[config.mk]
export PLATFORM = sky130hd
export DESIGN_NAME = lbrx_frame_check
export DESIGN_NICKNAME = d
export VERILOG_FILES = /design/src/rtl/lbrx_pkg.sv /design/src/rtl/lbrx_sfd_hunt.sv /design/src/rtl/lbrx_byte_pack.sv /design/src/rtl/lbrx_crc_acc.sv /design/src/rtl/lbrx_addr_filter.sv /design/src/rtl/lbrx_frame_check.sv
export SDC_FILE = /design/constraint.sdc
export NUM_CORES = 1
export LEC_CHECK = 0
export ABC_AREA = 1
export BUFFER_PORTS_ARGS = -buffer_cell sky130_fd_sc_hd__buf_4
export CELL_PAD_IN_SITES_DETAIL_PLACEMENT = 1
export CELL_PAD_IN_SITES_GLOBAL_PLACEMENT = 1
export CORE_ASPECT_RATIO = 1.2
export CORE_MARGIN = 2
export CORE_UTILIZATION = 30
export DETAILED_ROUTE_END_ITERATION = 16
export PLACE_DENSITY = 0.61
export SLEW_MARGIN = 20
export SYNTH_ARGS = -nofsm -noshare
export SYNTH_HDL_FRONTEND = slang
export SYNTH_SLANG_ARGS = --single-unit
[constraint.sdc]
create_clock -name clk -period 2.08 [get_ports clk]
set_input_delay 0.52 -clock clk [delete_from_list [all_inputs] [get_ports clk]]
set_output_delay 0.52 -clock clk [all_outputs]
set_load 0.005 [all_outputs]
[src/rtl/lbrx_pkg.sv]
package lbrx_pkg;

  typedef enum logic [1:0] {
    ST_HUNT   = 2'd0,
    ST_DATA   = 2'd1,
    ST_CNT_HI = 2'd2
  } rx_state_e;

  typedef struct packed {
    logic intact;
    logic crc_err;
    logic addr_hit;
  } rx_status_t;

  localparam logic [31:0] CRC_POLY_REFL = 32'hEDB88320;
  localparam logic [31:0] CRC_INIT      = 32'hFFFFFFFF;

  // one reflected CRC-32 step for a single arriving bit
  function automatic logic [31:0] crc_bit_step(input logic [31:0] c, input logic b);
    logic fb;
    fb = c[0] ^ b;
    return (c >> 1) ^ (fb ? CRC_POLY_REFL : 32'h0);
  endfunction

  // eight steps, least significant bit of the byte first
  function automatic logic [31:0] crc_byte_step(input logic [31:0] c, input logic [7:0] d);
    logic [31:0] r;
    r = c;
    for (int i = 0; i < 8; i++) r = crc_bit_step(r, d[i]);
    return r;
  endfunction

  function automatic logic [31:0] bit_reverse32(input logic [31:0] v);
    logic [31:0] r;
    for (int i = 0; i < 32; i++) r[i] = v[31-i];
    return r;
  endfunction

  // the residue is given in MSB-first polynomial order; the register is reflected
  function automatic logic residue_good(input logic [31:0] reg_val, input logic [31:0] residue_msb);
    return reg_val == bit_reverse32(residue_msb);
  endfunction

  // status rules for a looped-back frame
  function automatic rx_status_t judge_frame(input logic chk_en, input logic crc_ok,
                                             input logic hit);
    rx_status_t s;
    logic err_cond;
    err_cond   = chk_en ? !crc_ok : 1'b1;
    s.intact   = !err_cond;
    s.crc_err  = err_cond && hit;
    s.addr_hit = hit;
    return s;
  endfunction

endpackage

[src/rtl/lbrx_sfd_hunt.sv]
module lbrx_sfd_hunt #(
  parameter int          PAIRS = 1,
  parameter logic [7:0]  SFD   = 8'hD5
) (
  input  logic clk,
  input  logic rst_n,
  input  logic enable,
  input  logic clear,
  input  logic bit_vld,
  input  logic bit_in,
  output logic found
);
  localparam int W      = 2 * PAIRS + 8;
  localparam int FILL_W = $clog2(W + 1);
  // newest bit at the top; each pair arrives as 1 then 0
  localparam logic [W-1:0] PATTERN = {SFD, {PAIRS{2'b01}}};

  logic [W-1:0]      win_q;
  logic [W-1:0]      win_next;
  logic [FILL_W-1:0] fill_q;
  logic              shift;
  logic              full_enough;

  assign shift       = enable && bit_vld && !clear;
  assign win_next    = {bit_in, win_q[W-1:1]};
  assign full_enough = fill_q >= FILL_W'(W - 1);
  assign found       = shift && full_enough && (win_next == PATTERN);

  always_ff @(posedge clk) begin
    if (!rst_n || clear || found || !enable) begin
      win_q  <= '0;
      fill_q <= '0;
    end else if (shift) begin
      win_q <= win_next;
      if (fill_q < FILL_W'(W)) fill_q <= fill_q + 1'b1;
    end
  end

  // a delimiter is never reported before a full window has arrived
  assert_found_needs_window_R1: assert property (@(posedge clk) disable iff (!rst_n)
    found |-> (fill_q >= FILL_W'(W - 1)));

endmodule

[src/rtl/lbrx_byte_pack.sv]
module lbrx_byte_pack (
  input  logic       clk,
  input  logic       rst_n,
  input  logic       clear,
  input  logic       take,
  input  logic       bit_in,
  output logic       byte_done,
  output logic [7:0] byte_val
);
  logic [7:0] sr_q;
  logic [2:0] nbit_q;

  assign byte_val  = {bit_in, sr_q[7:1]};
  assign byte_done = take && (nbit_q == 3'd7);

  always_ff @(posedge clk) begin
    if (!rst_n || clear) begin
      sr_q   <= '0;
      nbit_q <= '0;
    end else if (take) begin
      sr_q   <= byte_val;
      nbit_q <= nbit_q + 3'd1;
    end
  end

  // a byte completes only on the eighth accepted bit
  assert_byte_on_eighth_R2: assert property (@(posedge clk) disable iff (!rst_n)
    byte_done |=> (nbit_q == 3'd0));

endmodule

[src/rtl/lbrx_crc_acc.sv]
module lbrx_crc_acc #(
  parameter logic [31:0] RESIDUE = 32'hC704DD7B
) (
  input  logic       clk,
  input  logic       rst_n,
  input  logic       clear,
  input  logic       byte_vld,
  input  logic [7:0] byte_in,
  output logic       crc_ok
);
  import lbrx_pkg::*;

  logic [31:0] crc_q;

  always_ff @(posedge clk) begin
    if (!rst_n || clear) crc_q <= CRC_INIT;
    else if (byte_vld)   crc_q <= crc_byte_step(crc_q, byte_in);
  end

  assign crc_ok = residue_good(crc_q, RESIDUE);

  // the accumulator only moves when a byte is committed
  assert_crc_stable_R6: assert property (@(posedge clk) disable iff (!rst_n)
    (!byte_vld && !clear) |=> $stable(crc_q));

endmodule

[src/rtl/lbrx_addr_filter.sv]
module lbrx_addr_filter #(
  parameter int ADDR_BYTES = 6
) (
  input  logic                    clk,
  input  logic                    rst_n,
  input  logic                    clear,
  input  logic                    byte_vld,
  input  logic [7:0]              byte_in,
  input  logic [8*ADDR_BYTES-1:0] station_addr,
  output logic                    hit
);
  localparam int IDX_W = $clog2(ADDR_BYTES + 1);

  logic [IDX_W-1:0] idx_q;
  logic             run_q;
  logic             in_addr;
  logic [7:0]       want;

  assign in_addr = idx_q < IDX_W'(ADDR_BYTES);
  assign want    = in_addr ? station_addr[8*int'(idx_q) +: 8] : 8'h00;
  assign hit     = run_q && (idx_q == IDX_W'(ADDR_BYTES));

  always_ff @(posedge clk) begin
    if (!rst_n || clear) begin
      idx_q <= '0;
      run_q <= 1'b1;
    end else if (byte_vld && in_addr) begin
      idx_q <= idx_q + 1'b1;
      run_q <= run_q && (byte_in == want);
    end
  end

  // once the address field is complete the comparison no longer changes
  assert_addr_frozen_R10: assert property (@(posedge clk) disable iff (!rst_n)
    (!clear && idx_q == IDX_W'(ADDR_BYTES)) |=> $stable(run_q));

endmodule

[src/rtl/lbrx_frame_check.sv]
module lbrx_frame_check #(
  parameter int          PREAMBLE_PAIRS = 1,
  parameter logic [7:0]  SFD_BYTE       = 8'hD5,
  parameter int          ADDR_BYTES     = 6,
  parameter logic [31:0] CRC_RESIDUE    = 32'hC704DD7B
) (
  input  logic                    clk,
  input  logic                    rst_n,
  input  logic                    rx_bit,
  input  logic                    rx_bit_vld,
  input  logic                    rx_eof,
  input  logic                    cfg_crc_chk,
  input  logic [8*ADDR_BYTES-1:0] cfg_station_addr,
  output logic                    fifo_we,
  output logic [7:0]              fifo_wdata,
  output logic [15:0]             rx_byte_cnt,
  output logic                    stat_upd,
  output logic                    stat_intact,
  output logic                    stat_crc_err,
  output logic                    stat_addr_hit
);
  import lbrx_pkg::*;

  localparam int CNT_W = 16;

  rx_state_e   state_q;
  logic [CNT_W-1:0] cnt_q;
  logic        we_q;
  logic [7:0]  wdata_q;
  logic        upd_q;
  rx_status_t  stat_q;

  // named internal events
  logic        in_hunt;
  logic        in_data;
  logic        sfd_found;
  logic        bit_take;
  logic        byte_commit;
  logic [7:0]  byte_val;
  logic        crc_ok;
  logic        addr_hit;
  logic        hunt_clear;
  rx_status_t  verdict;

  assign in_hunt    = state_q == ST_HUNT;
  assign in_data    = state_q == ST_DATA;
  assign bit_take   = in_data && rx_bit_vld && !rx_eof;
  assign hunt_clear = rx_eof || !in_hunt;
  assign verdict    = judge_frame(cfg_crc_chk, crc_ok, addr_hit);

  lbrx_sfd_hunt #(.PAIRS(PREAMBLE_PAIRS), .SFD(SFD_BYTE)) u_hunt (
    .clk     (clk),
    .rst_n   (rst_n),
    .enable  (in_hunt),
    .clear   (hunt_clear),
    .bit_vld (rx_bit_vld),
    .bit_in  (rx_bit),
    .found   (sfd_found)
  );

  lbrx_byte_pack u_pack (
    .clk       (clk),
    .rst_n     (rst_n),
    .clear     (sfd_found),
    .take      (bit_take),
    .bit_in    (rx_bit),
    .byte_done (byte_commit),
    .byte_val  (byte_val)
  );

  lbrx_crc_acc #(.RESIDUE(CRC_RESIDUE)) u_crc (
    .clk      (clk),
    .rst_n    (rst_n),
    .clear    (sfd_found),
    .byte_vld (byte_commit),
    .byte_in  (byte_val),
    .crc_ok   (crc_ok)
  );

  lbrx_addr_filter #(.ADDR_BYTES(ADDR_BYTES)) u_addr (
    .clk          (clk),
    .rst_n        (rst_n),
    .clear        (sfd_found),
    .byte_vld     (byte_commit),
    .byte_in      (byte_val),
    .station_addr (cfg_station_addr),
    .hit          (addr_hit)
  );

  always_ff @(posedge clk) begin
    if (!rst_n) begin
      state_q <= ST_HUNT;
      cnt_q   <= '0;
      we_q    <= 1'b0;
      wdata_q <= '0;
      upd_q   <= 1'b0;
      stat_q  <= '0;
    end else begin
      we_q  <= 1'b0;
      upd_q <= 1'b0;
      unique case (state_q)
        ST_HUNT: begin
          if (sfd_found) begin
            state_q <= ST_DATA;
            cnt_q   <= '0;
          end
        end
        ST_DATA: begin
          if (rx_eof) begin
            we_q    <= 1'b1;
            wdata_q <= cnt_q[7:0];
            state_q <= ST_CNT_HI;
          end else if (byte_commit) begin
            we_q    <= 1'b1;
            wdata_q <= byte_val;
            cnt_q   <= cnt_q + 1'b1;
          end
        end
        ST_CNT_HI: begin
          we_q    <= 1'b1;
          wdata_q <= cnt_q[15:8];
          upd_q   <= 1'b1;
          stat_q  <= verdict;
          state_q <= ST_HUNT;
        end
        default: state_q <= ST_HUNT;
      endcase
    end
  end

  assign fifo_we       = we_q;
  assign fifo_wdata    = wdata_q;
  assign rx_byte_cnt   = cnt_q;
  assign stat_upd      = upd_q;
  assign stat_intact   = stat_q.intact;
  assign stat_crc_err  = stat_q.crc_err;
  assign stat_addr_hit = stat_q.addr_hit;

  // nothing is written for a cycle spent hunting
  assert_no_write_hunting_R1: assert property (@(posedge clk) disable iff (!rst_n)
    in_hunt |=> !fifo_we);

  // each committed byte advances the count by exactly one
  assert_count_step_R3: assert property (@(posedge clk) disable iff (!rst_n)
    (in_data && byte_commit && !rx_eof) |=> (rx_byte_cnt == $past(rx_byte_cnt) + 16'd1));

  // the high count byte follows the low one
  assert_count_high_R4: assert property (@(posedge clk) disable iff (!rst_n)
    (state_q == ST_CNT_HI) |=> (fifo_we && fifo_wdata == $past(rx_byte_cnt[15:8])));

  // status changes only on an update pulse
  assert_status_hold_R5: assert property (@(posedge clk) disable iff (!rst_n)
    !stat_upd |-> $stable({stat_intact, stat_crc_err, stat_addr_hit}));

  // an intact frame never carries a CRC error
  assert_intact_excl_R8: assert property (@(posedge clk) disable iff (!rst_n)
    stat_upd |-> !(stat_intact && stat_crc_err));

  // a CRC error is only reported for a matched address
  assert_crcerr_needs_hit_R9: assert property (@(posedge clk) disable iff (!rst_n)
    stat_upd |-> (!stat_crc_err || stat_addr_hit));

endmodule

==> run summary <==
H-Tree Depth - 3
synthesis-to-layout area growth - 24.6%
Crit Path Category - reg -> reg
Post-Syn Nets - 881
First-pass DRT Iterations - 4
ant diodes - 0
global-route wire length before repair - 30,100 um
Lkg Pwr - 2.94 nW
Post-DP Area - 6490 um2
aggregate global-route resource usage - 19.3%
Yosys reg bits - 90
crit-path max cell delay - 0.37 ns
setup TNS - 0 ns
vias in the first global route - 5,890
CP cell instances - inv_1, ha_1, nand4_1, inv_1, o21ai_0, inv_1, o21ai_0, a21oi_1
drt wl/cell - 16.2 um
pin count of the biggest net entering global routing - 49
Hold Path Class - reg -> reg
Routed Antenna Nets - 0
status - finished clean
synthesized area - 5470 um2
number of I/O port buffers - 82
initial antenna violation count - 0
CTS tree - yes
# rows - 54
max cap viols - 0
crit path buf inv count - 3
DRC viols - 0
# IOs - 83
Seq/Total Area, Yosys - 32.9%
Worst-Skew Late Latency - 0.36 ns
Crit path top cell by count - inv_1
critical path's slowest cell - dfxtp_1
Die ar. - 19,300 um2
filler cell count - 2,294
total congestion overflow - 0
Least-Margin Pin Slew - 0.536 ns
syn avg cell area - 6.72 um2
Power Density - 541 nW/um2
Slew headroom - 64.2%
clock skew - 0.00677 ns
final hold violations - 0
Starting Density - 30.3%
Setup violations, final - 0
YS warnings - 0
Clock Pin Slew Worst Setup and Hold Paths - 0.07 ns
fin. max-slew vios - 0
DRT iter0 DRCs - 287
Via density - 4.98
nets - 974
RSZ-0062 raised after global routing - no
kind of end point of the critical path - flop
share of layout cells above drive strength 1 - 16.9%
DIE HEIGHT - 152 um
distinct cell type count after synthesis - 34
period utilization - 91.0%
hold_buf cts - 0
Peak VDD IR - 0.000343 V
crit path DAT - 2.12 ns
Final Cell Area - 6820 um2
crit path launch type - flop
Top delay family on crit path - compound AO/OA/AOI/OAI gates
drt total wl - 18,400 um
Sink Count - 90
Period minus WS final - 1.89 ns
CTS Buf Count - 9
CP Max Fanout - 16
Req. time, crit path - 2.30 ns
vias post-DR - 5,660
dpl hpwl - 14,000 um
Chip Width - 127 um
Max Root-Sink Buffers - 2
global placer's final weighted congestion - 0.807
core area - 18,000 um2
root buffer cell - clkbuf_16
Cells after Synth - 814
Max Fclk - 528 MHz
registers in the layout (all words and copies together) (netlist names), 2 cells and up:
name           cells
fifo_wdata         8
rx_byte_cnt       16
state_q            2
u_addr.idx_q       3
u_crc.crc_q       32
u_hunt.fill_q      4
u_hunt.win_q       9
u_pack.nbit_q      3
u_pack.sr_q        7
cells in the final DEF (no fill, tap or decap), types with 9 or more instances in the layout:
cell type	n
nand4_1	22
nand2_1	232
ha_1	12
o21ai_0	38
buf_4	115
nand3_1	63
xnor2_1	11
clkbuf_16	9
inv_1	60
dfxtp_1	89
a21oi_1	92
nor2_1	55
xor2_1	51
cells by family (layout without fill, tap and decap cells):
kind of cell	after synthesis	in the layout	synth area share [%]
AND/OR/NAND/NOR	394	394	30.5
AO/OA/AOI/OAI	148	148	14.3
buffers and inverters	102	200	7.50
flip-flops	90	90	32.9
XOR/XNOR	67	67	11.8
adder cells (fa/ha/maj)	13	13	2.97
routing by layer:
metal	GRT usage, %	share of wire (%)	wire [um]
met4	6.07	1.7	314
met3	2.11	1.7	312
met1	22.9	43	7960
met2	36.0	53	9810
met5	0	0	0
report_power, final:
part,switching (mW),internal [mW]
Combinational,0.122,0.112
Clock,0.757,0.972
Sequential,0.00113,1.72
Total,0.880,2.81
what timing repair did:
action,4_1_cts,5_1_grt
setup buffers,0,0
gates resized for setup,0,5
endpoints found under the setup margin,0,12
tightest hold or removal path: cells and delay by family (launching register included):
kind             cells  cell delay, ns
DFF                  1            0.31
and+or+nand+nor      2            0.10
synth_stat cells (all sizes together):
master  number  area share (%)
buf         20             1.9
ha          13             3.0
nor2        56             3.9
nand3       63             5.8
o211ai       8             1.1
o221ai       1            0.16
nor3         6            0.55
nor3b        1            0.14
or2          4            0.46
dfxtp       90              33
nand2      237              17
inv         63             4.3
xnor2       15             3.2
nor4         3            0.34
or4          1            0.14
clkinv       3            0.21
a22oi        1            0.14
a21oi       92             8.4
nand4       22             2.5
clkbuf      16             1.1
o21ai       40             3.7
nand3b       1            0.14
a211oi       6            0.82
xor2        52             8.7
path summary, 6_finish.rpt:
kind           startpoint       endpoint  slack (ns)  cells after the start
max            state_q[1]  fifo_wdata[5]        0.19                      8
min          u_addr.run_q   u_addr.run_q        0.45                      2
max reg2reg    state_q[1]  fifo_wdata[5]        0.19                      8
min reg2reg  u_addr.run_q   u_addr.run_q        0.45                      2
area by class of cell:
type | count | area [um2] | share of cell area [%]
multi-input cells | 622 | 3270 | 47.9
flip-flops and latches | 90 | 1800 | 26.4
repair buffers | 117 | 903 | 13.2
well taps | 224 | 280 | 4.11
inverters | 66 | 251 | 3.69
clock buffers | 11 | 243 | 3.56
clock inverters | 5 | 62.6 | 0.917
repair inverters | 1 | 7.51 | 0.110
metrics by stage:
step                      total power, mW  util (%)  cells  hold slack [ns]  setup slack, ns
final                                3.69      37.8   1136            0.451            0.188
after floorplan                      1.87         -    814            0.419            0.293
after global placement               1.99      36.0   1119            0.439            0.191
after detailed placement             2.00      36.0   1119            0.450           0.0369
after CTS                            3.75      37.7   1135            0.463           0.0844
after global routing                 3.83      37.8   1136            0.489          0.00236
Power figures use the tool's default switching activity.
